==> src/rtl/pic_pkg.sv <==
`timescale 1ns/1ps
package pic_pkg;
  localparam int LVL_W   = 4;
  localparam int NUM_LVL = (1 << LVL_W) - 1;
  typedef logic [LVL_W-1:0] lvl_t;
endpackage

==> src/rtl/pic_prio_regs.sv <==
`timescale 1ns/1ps
module pic_prio_regs
  import pic_pkg::*;
#(
  parameter int N_SRC = 8,
  parameter int IDW   = (N_SRC > 1) ? $clog2(N_SRC) : 1
) (
  input  logic                   clk,
  input  logic                   rst,
  input  logic                   we,
  input  logic [IDW-1:0]         idx,
  input  lvl_t                   wlvl,
  output logic [N_SRC*LVL_W-1:0] lvl_flat
);
  for (genvar i = 0; i < N_SRC; i++) begin : g_src
    lvl_t lvl_q;
    always_ff @(posedge clk) begin
      if (rst)                             lvl_q <= '0;
      else if (we && idx == IDW'(i))       lvl_q <= wlvl;
    end
    assign lvl_flat[i*LVL_W +: LVL_W] = lvl_q;
  end
endmodule

==> src/rtl/pic_pending.sv <==
`timescale 1ns/1ps
module pic_pending
  import pic_pkg::*;
#(
  parameter int N_SRC = 8,
  parameter int IDW   = (N_SRC > 1) ? $clog2(N_SRC) : 1
) (
  input  logic                   clk,
  input  logic                   rst,
  input  logic [N_SRC-1:0]       pulse,
  input  logic [N_SRC*LVL_W-1:0] lvl_flat,
  input  logic                   clr_en,
  input  logic [IDW-1:0]         clr_idx,
  output logic [N_SRC-1:0]       pend
);
  for (genvar i = 0; i < N_SRC; i++) begin : g_bit
    logic set_c, clr_c, pend_q;
    assign set_c = pulse[i] && (lvl_flat[i*LVL_W +: LVL_W] != '0);
    assign clr_c = clr_en && (clr_idx == IDW'(i));
    always_ff @(posedge clk) begin
      if (rst)        pend_q <= 1'b0;
      else if (set_c) pend_q <= 1'b1;
      else if (clr_c) pend_q <= 1'b0;
    end
    assign pend[i] = pend_q;
  end
endmodule

==> src/rtl/pic_arbiter.sv <==
`timescale 1ns/1ps
module pic_arbiter
  import pic_pkg::*;
#(
  parameter int N_SRC = 8,
  parameter int IDW   = (N_SRC > 1) ? $clog2(N_SRC) : 1
) (
  input  logic [N_SRC-1:0]       pend,
  input  logic [N_SRC*LVL_W-1:0] lvl_flat,
  output lvl_t                   win_lvl,
  output logic [IDW-1:0]         win_idx
);
  always_comb begin
    win_lvl = '0;
    win_idx = '0;
    for (int i = 0; i < N_SRC; i++) begin
      if (pend[i] && lvl_flat[i*LVL_W +: LVL_W] > win_lvl) begin
        win_lvl = lvl_flat[i*LVL_W +: LVL_W];
        win_idx = IDW'(i);
      end
    end
  end
endmodule

==> src/rtl/pic_level_stack.sv <==
`timescale 1ns/1ps
module pic_level_stack
  import pic_pkg::*;
#(
  parameter int DEPTH = NUM_LVL,
  parameter int SPW   = $clog2(DEPTH + 1)
) (
  input  logic           clk,
  input  logic           rst,
  input  logic           push,
  input  lvl_t           push_lvl,
  input  logic           pop,
  output lvl_t           top_lvl,
  output logic [SPW-1:0] depth
);
  lvl_t           mem [DEPTH];
  logic [SPW-1:0] sp_q;
  logic           do_push, do_pop;

  assign do_push = push && (sp_q < SPW'(DEPTH));
  assign do_pop  = pop && !push && (sp_q != '0);

  always_ff @(posedge clk) begin
    if (do_push) mem[sp_q] <= push_lvl;
  end

  always_ff @(posedge clk) begin
    if (rst)          sp_q <= '0;
    else if (do_push) sp_q <= sp_q + 1'b1;
    else if (do_pop)  sp_q <= sp_q - 1'b1;
  end

  assign top_lvl = (sp_q == '0) ? '0 : mem[sp_q - 1'b1];
  assign depth   = sp_q;
endmodule

==> src/rtl/prio_irq_ctrl.sv <==
`timescale 1ns/1ps
module prio_irq_ctrl
  import pic_pkg::*;
#(
  parameter int N_SRC = 8,
  parameter int IDW   = (N_SRC > 1) ? $clog2(N_SRC) : 1
) (
  input  logic             clk,
  input  logic             rst,
  input  logic [N_SRC-1:0] src_pulse_i,
  input  logic             cfg_we_i,
  input  logic [IDW-1:0]   cfg_idx_i,
  input  logic [3:0]       cfg_level_i,
  input  logic             enter_i,
  input  logic             exit_i,
  output logic             irq_o,
  output logic [IDW-1:0]   irq_id_o,
  output logic [3:0]       irq_level_o,
  output logic [3:0]       active_level_o
);
  localparam int SPW = $clog2(NUM_LVL + 1);

  logic [N_SRC*LVL_W-1:0] lvl_flat;
  logic [N_SRC-1:0]       pend;
  lvl_t                   win_lvl, thr;
  logic [IDW-1:0]         win_idx;
  logic [SPW-1:0]         stk_depth;
  logic                   irq_q, take;
  logic [IDW-1:0]         id_q;
  lvl_t                   lvl_q;

  assign take = enter_i && irq_q;

  pic_prio_regs #(.N_SRC(N_SRC), .IDW(IDW)) u_regs (
    .clk(clk), .rst(rst), .we(cfg_we_i), .idx(cfg_idx_i),
    .wlvl(cfg_level_i), .lvl_flat(lvl_flat)
  );

  pic_pending #(.N_SRC(N_SRC), .IDW(IDW)) u_pend (
    .clk(clk), .rst(rst), .pulse(src_pulse_i), .lvl_flat(lvl_flat),
    .clr_en(take), .clr_idx(id_q), .pend(pend)
  );

  pic_arbiter #(.N_SRC(N_SRC), .IDW(IDW)) u_arb (
    .pend(pend), .lvl_flat(lvl_flat), .win_lvl(win_lvl), .win_idx(win_idx)
  );

  pic_level_stack #(.DEPTH(NUM_LVL), .SPW(SPW)) u_stk (
    .clk(clk), .rst(rst), .push(take), .push_lvl(lvl_q),
    .pop(exit_i), .top_lvl(thr), .depth(stk_depth)
  );

  always_ff @(posedge clk) begin
    if (rst) begin
      irq_q <= 1'b0;
      id_q  <= '0;
      lvl_q <= '0;
    end else begin
      irq_q <= !take && (win_lvl > thr);
      id_q  <= win_idx;
      lvl_q <= win_lvl;
    end
  end

  assign irq_o          = irq_q;
  assign irq_id_o       = id_q;
  assign irq_level_o    = lvl_q;
  assign active_level_o = thr;
endmodule

==> config.mk <==
export PLATFORM = sky130hd
export DESIGN_NAME = prio_irq_ctrl
export DESIGN_NICKNAME = d
export VERILOG_FILES = /design/src/rtl/pic_pkg.sv /design/src/rtl/pic_prio_regs.sv /design/src/rtl/pic_pending.sv /design/src/rtl/pic_arbiter.sv /design/src/rtl/pic_level_stack.sv /design/src/rtl/prio_irq_ctrl.sv
export SDC_FILE = /design/constraint.sdc
export NUM_CORES = 1
export LEC_CHECK = 0
export BUFFER_PORTS_ARGS = -buffer_cell sky130_fd_sc_hd__buf_2
export CAP_MARGIN = 20
export CORE_MARGIN = 2
export CORE_UTILIZATION = 55
export CTS_CLUSTER_DIAMETER = 200
export DETAILED_ROUTE_END_ITERATION = 10
export PLACE_DENSITY_LB_ADDON = 0.25
export SLEW_MARGIN = 0
export SYNTH_ARGS = -nofsm -noshare
export SYNTH_HDL_FRONTEND = slang
export SYNTH_SLANG_ARGS = --single-unit
==> constraint.sdc <==
create_clock -name clk -period 12.4 [get_ports clk]
set_input_delay 2.48 -clock clk [delete_from_list [all_inputs] [get_ports clk]]
set_output_delay 2.48 -clock clk [all_outputs]
set_load 0.03 [all_outputs]
==> results.ini <==
[synthesis]
syn_nets = 632
ys_top_cells_by_area = edfxtp_1 29%, dfxtp_1 17%, mux2i_1 6.6%
yosysMostFrequentCell = edfxtp_1
synth-edff-count = 60
netlist_area_um2 = 6190
yosys.cell_types.count = 74
netlist_instances = 580
ys.flop_type = edfxtp_1
synth_common_cells = 60 x edfxtp_1, 52 x dfxtp_1, 52 x nor2_1, 41 x mux2i_1, 40 x nand2_1
synthArstFlopShare = 0
synth_seq_cells = 112
yosys_warnings = 0
syn_avg_cell_area_um2 = 10.7
synth_top_area_cell = edfxtp_1
synth_seq_area_share = 0.459
synth_top_area_frac = 0.291

[sta]
finClkSkew_ps = 15.6
finalHoldViolCount = 0
relSlewSlack = 0.354
worst_slack_ps = 690
post-route-period-util = 0.944
fmax_mhz = 85.4
tightest_slew_ps = 969
maxSlewViolCount = 0
period_needed_ps = 11710
setup_viol = 0

[floorplanning]
pin_count = 32
initial_utilization = 0.569
coreArea_um2 = 10900
die_x_um = 110
num_rows = 38
die_area_um2 = 12100
die_h_um = 110

[route]
wl_per_cell_um = 18.7
num_vias = 4597
postRouteAntennaNets = 0
vias_per_cell = 6.10
drt-total-wl_um = 14100
drt_iter0_markers = 311
drc = 0
drt_first_pass_iters = 5

[cts]
cts_sinks = 112
h-tree-depth = 3
clk_latency_ps = 370
clk_pin_slew_ps = 110
tritoncts = done
numCtsBuffers = 9
root_buffer = clkbuf_8
cts_buffer_depth = 2

[critical_path]
cp_slowest_cell = a2111o_1
r2r_cells = 60
r2r_setup_slack_ps = 690
cp_common_cell = ha_1
critPathMaxFanout = 10
crit_path_start = u_pend.g_bit[0].pend_q
path_class = reg -> reg
cp.required_ps = 12630
r2r-start = u_pend.g_bit[0].pend_q
cp-end-kind = register
worst_ep_arrival_time_ps = 11940
startpoint_type = register
crit_path_end = irq_o
slowest_delay_ps = 460
timing.rr.end = irq_o

[placement]
gp_congestion = 0.957
place_ws_ps = -133
dp_hpwl_um = 10400
io_buffers = 31

[grt]
overflow = 0
antenna_found_initial = 0
grt_pass1_wl_um = 22200
grt_pass1_vias = 4363
grt.total_usage = 0.240
grt_max_degree = 53

[run_status]
outcome = complete, no violations

[cells_and_area]
syn_to_final_growth_pct = 10.1
fin_nets = 660
antenna_cells = 0
drive_above_1_share = 0.178
n_fill_cell = 874

[power]
pwr-share-seq = 0.432
p_int_uw = 625
p_sw_frac = 0.347
power_density_nw_per_um2 = 141
clkPwrFrac = 0.238
ir_drop_mv = 0.0744
p_leak_uw = 0.00261
pwr-share-comb = 0.330
p_total_uw = 958
p_switching_uw = 333

[job]
drv_cap = 0

[worst_hold_path]
hold_path_class = reg -> reg

[per-layer routing]
layer | wire length (um) | GRT usage | part of all wire
met5 | 0 | 0 | 0
met3 | 541 | 0.0300 | 0.038
met2 | 7180 | 0.418 | 0.51
met1 | 6110 | 0.311 | 0.43
met4 | 245 | 0.0759 | 0.017
[how the worst min path moves through the flow]
| stage | startpoint | to | slack [ps] | depth (start not counted) |
|---|---|---|---|---|
| floorplan | u_pend.g_bit[5].pend_q | u_pend.g_bit[5].pend_q | 450 | 2 |
| global placement | u_pend.g_bit[5].pend_q | u_pend.g_bit[5].pend_q | 470 | 2 |
| detailed placement | u_pend.g_bit[5].pend_q | u_pend.g_bit[5].pend_q | 470 | 2 |
| CTS | u_pend.g_bit[5].pend_q | u_pend.g_bit[5].pend_q | 490 | 2 |
| global route | u_pend.g_bit[6].pend_q | u_pend.g_bit[6].pend_q | 530 | 2 |
| finish | u_pend.g_bit[5].pend_q | u_pend.g_bit[5].pend_q | 480 | 2 |
[state kept, by name (all words and copies together), names as in the netlist]
register             count
irq_id_o                 3
u_stk.mem               60
u_stk.depth              4
u_regs.g_src.lvl_q      32
irq_o                    1
u_pend.g_bit.pend_q      8
irq_level_o              4
[cell type report]
cell class | count | area, um2 | share of cell area
flip-flops and latches | 112 | 2840 | 0.417
repair buffers | 44 | 253 | 0.0371
clock buffers | 9 | 124 | 0.0182
inverters | 28 | 105 | 0.0154
multi-input cells | 413 | 3230 | 0.474
well taps | 140 | 175 | 0.0257
clock inverters | 7 | 83.8 | 0.0123
[stage by stage]
| stage | cells | hold WS, ps | TNS (ps) | instance area, um2 | utilization |
|---|---|---|---|---|---|
| 2_1_floorplan | 580 | 450 | 0 | 6190 | - |
| 6_report | 753 | 485 | 0 | 6820 | 0.626 |
| 3_5_place_dp | 727 | 468 | -133 | 6440 | 0.591 |
| 5_1_grt | 753 | 529 | -132 | 6820 | 0.626 |
| 3_3_place_gp | 727 | 465 | 0 | 6440 | 0.591 |
| 4_1_cts | 746 | 486 | 0 | 6670 | 0.613 |
[what timing repair did]
item                       in CTS  in global routing
pin swaps                       1                  5
hold buffers                    0                  0
gates resized for setup         0                 22
hold endpoints to repair        0                  0
setup buffers                   3                  7
setup endpoints to repair       1                  5
[critical path, delay by kind of cell, from the launching register on]
| family | cells | cell delay (ps) |
|---|---|---|
| multiplexers | 1 | 300 |
| adder cells (fa/ha/maj) | 8 | 2300 |
| AO/OA/AOI/OAI | 29 | 5860 |
| buffers and inverters | 4 | 380 |
| flip-flops | 1 | 400 |
| AND/OR/NAND/NOR | 18 | 2310 |
[cells in the final DEF (no fill, tap or decap), types with 6 or more instances in the layout]
| cell type | count |
|---|---|
| and2_1 | 16 |
| nor3_1 | 6 |
| o21ai_0 | 26 |
| and3_1 | 9 |
| buf_4 | 13 |
| clkbuf_8 | 9 |
| inv_1 | 28 |
| o41ai_1 | 8 |
| nand2b_1 | 8 |
| nand4_1 | 7 |
| o21a_1 | 7 |
| mux4_2 | 12 |
| nand2_1 | 39 |
| edfxtp_1 | 60 |
| buf_2 | 31 |
| nor2b_1 | 7 |
| a21oi_1 | 25 |
| dfxtp_1 | 51 |
| mux2i_1 | 39 |
| nor2_1 | 51 |
| nand3_1 | 11 |
| ha_1 | 32 |
[cell families after synthesis]
kind of cell,Yosys count,synth area share
simple gates,182,0.149
compound gates,137,0.169
flops,112,0.459
mux,56,0.115
buf+inv,55,0.0340
fa+ha+maj,33,0.0665
xor+xnor,5,0.00707
[power by group through the flow]
stage | clock (uW) | combinational (uW) | sequential [uW]
final | 228 | 317 | 414
after global routing | 247 | 347 | 416
after CTS | 231 | 316 | 413
after detailed placement | 0 | 314 | 422
after global placement | 0 | 304 | 421
after floorplan | 0 | 237 | 416
Power figures use the tool's default switching activity.
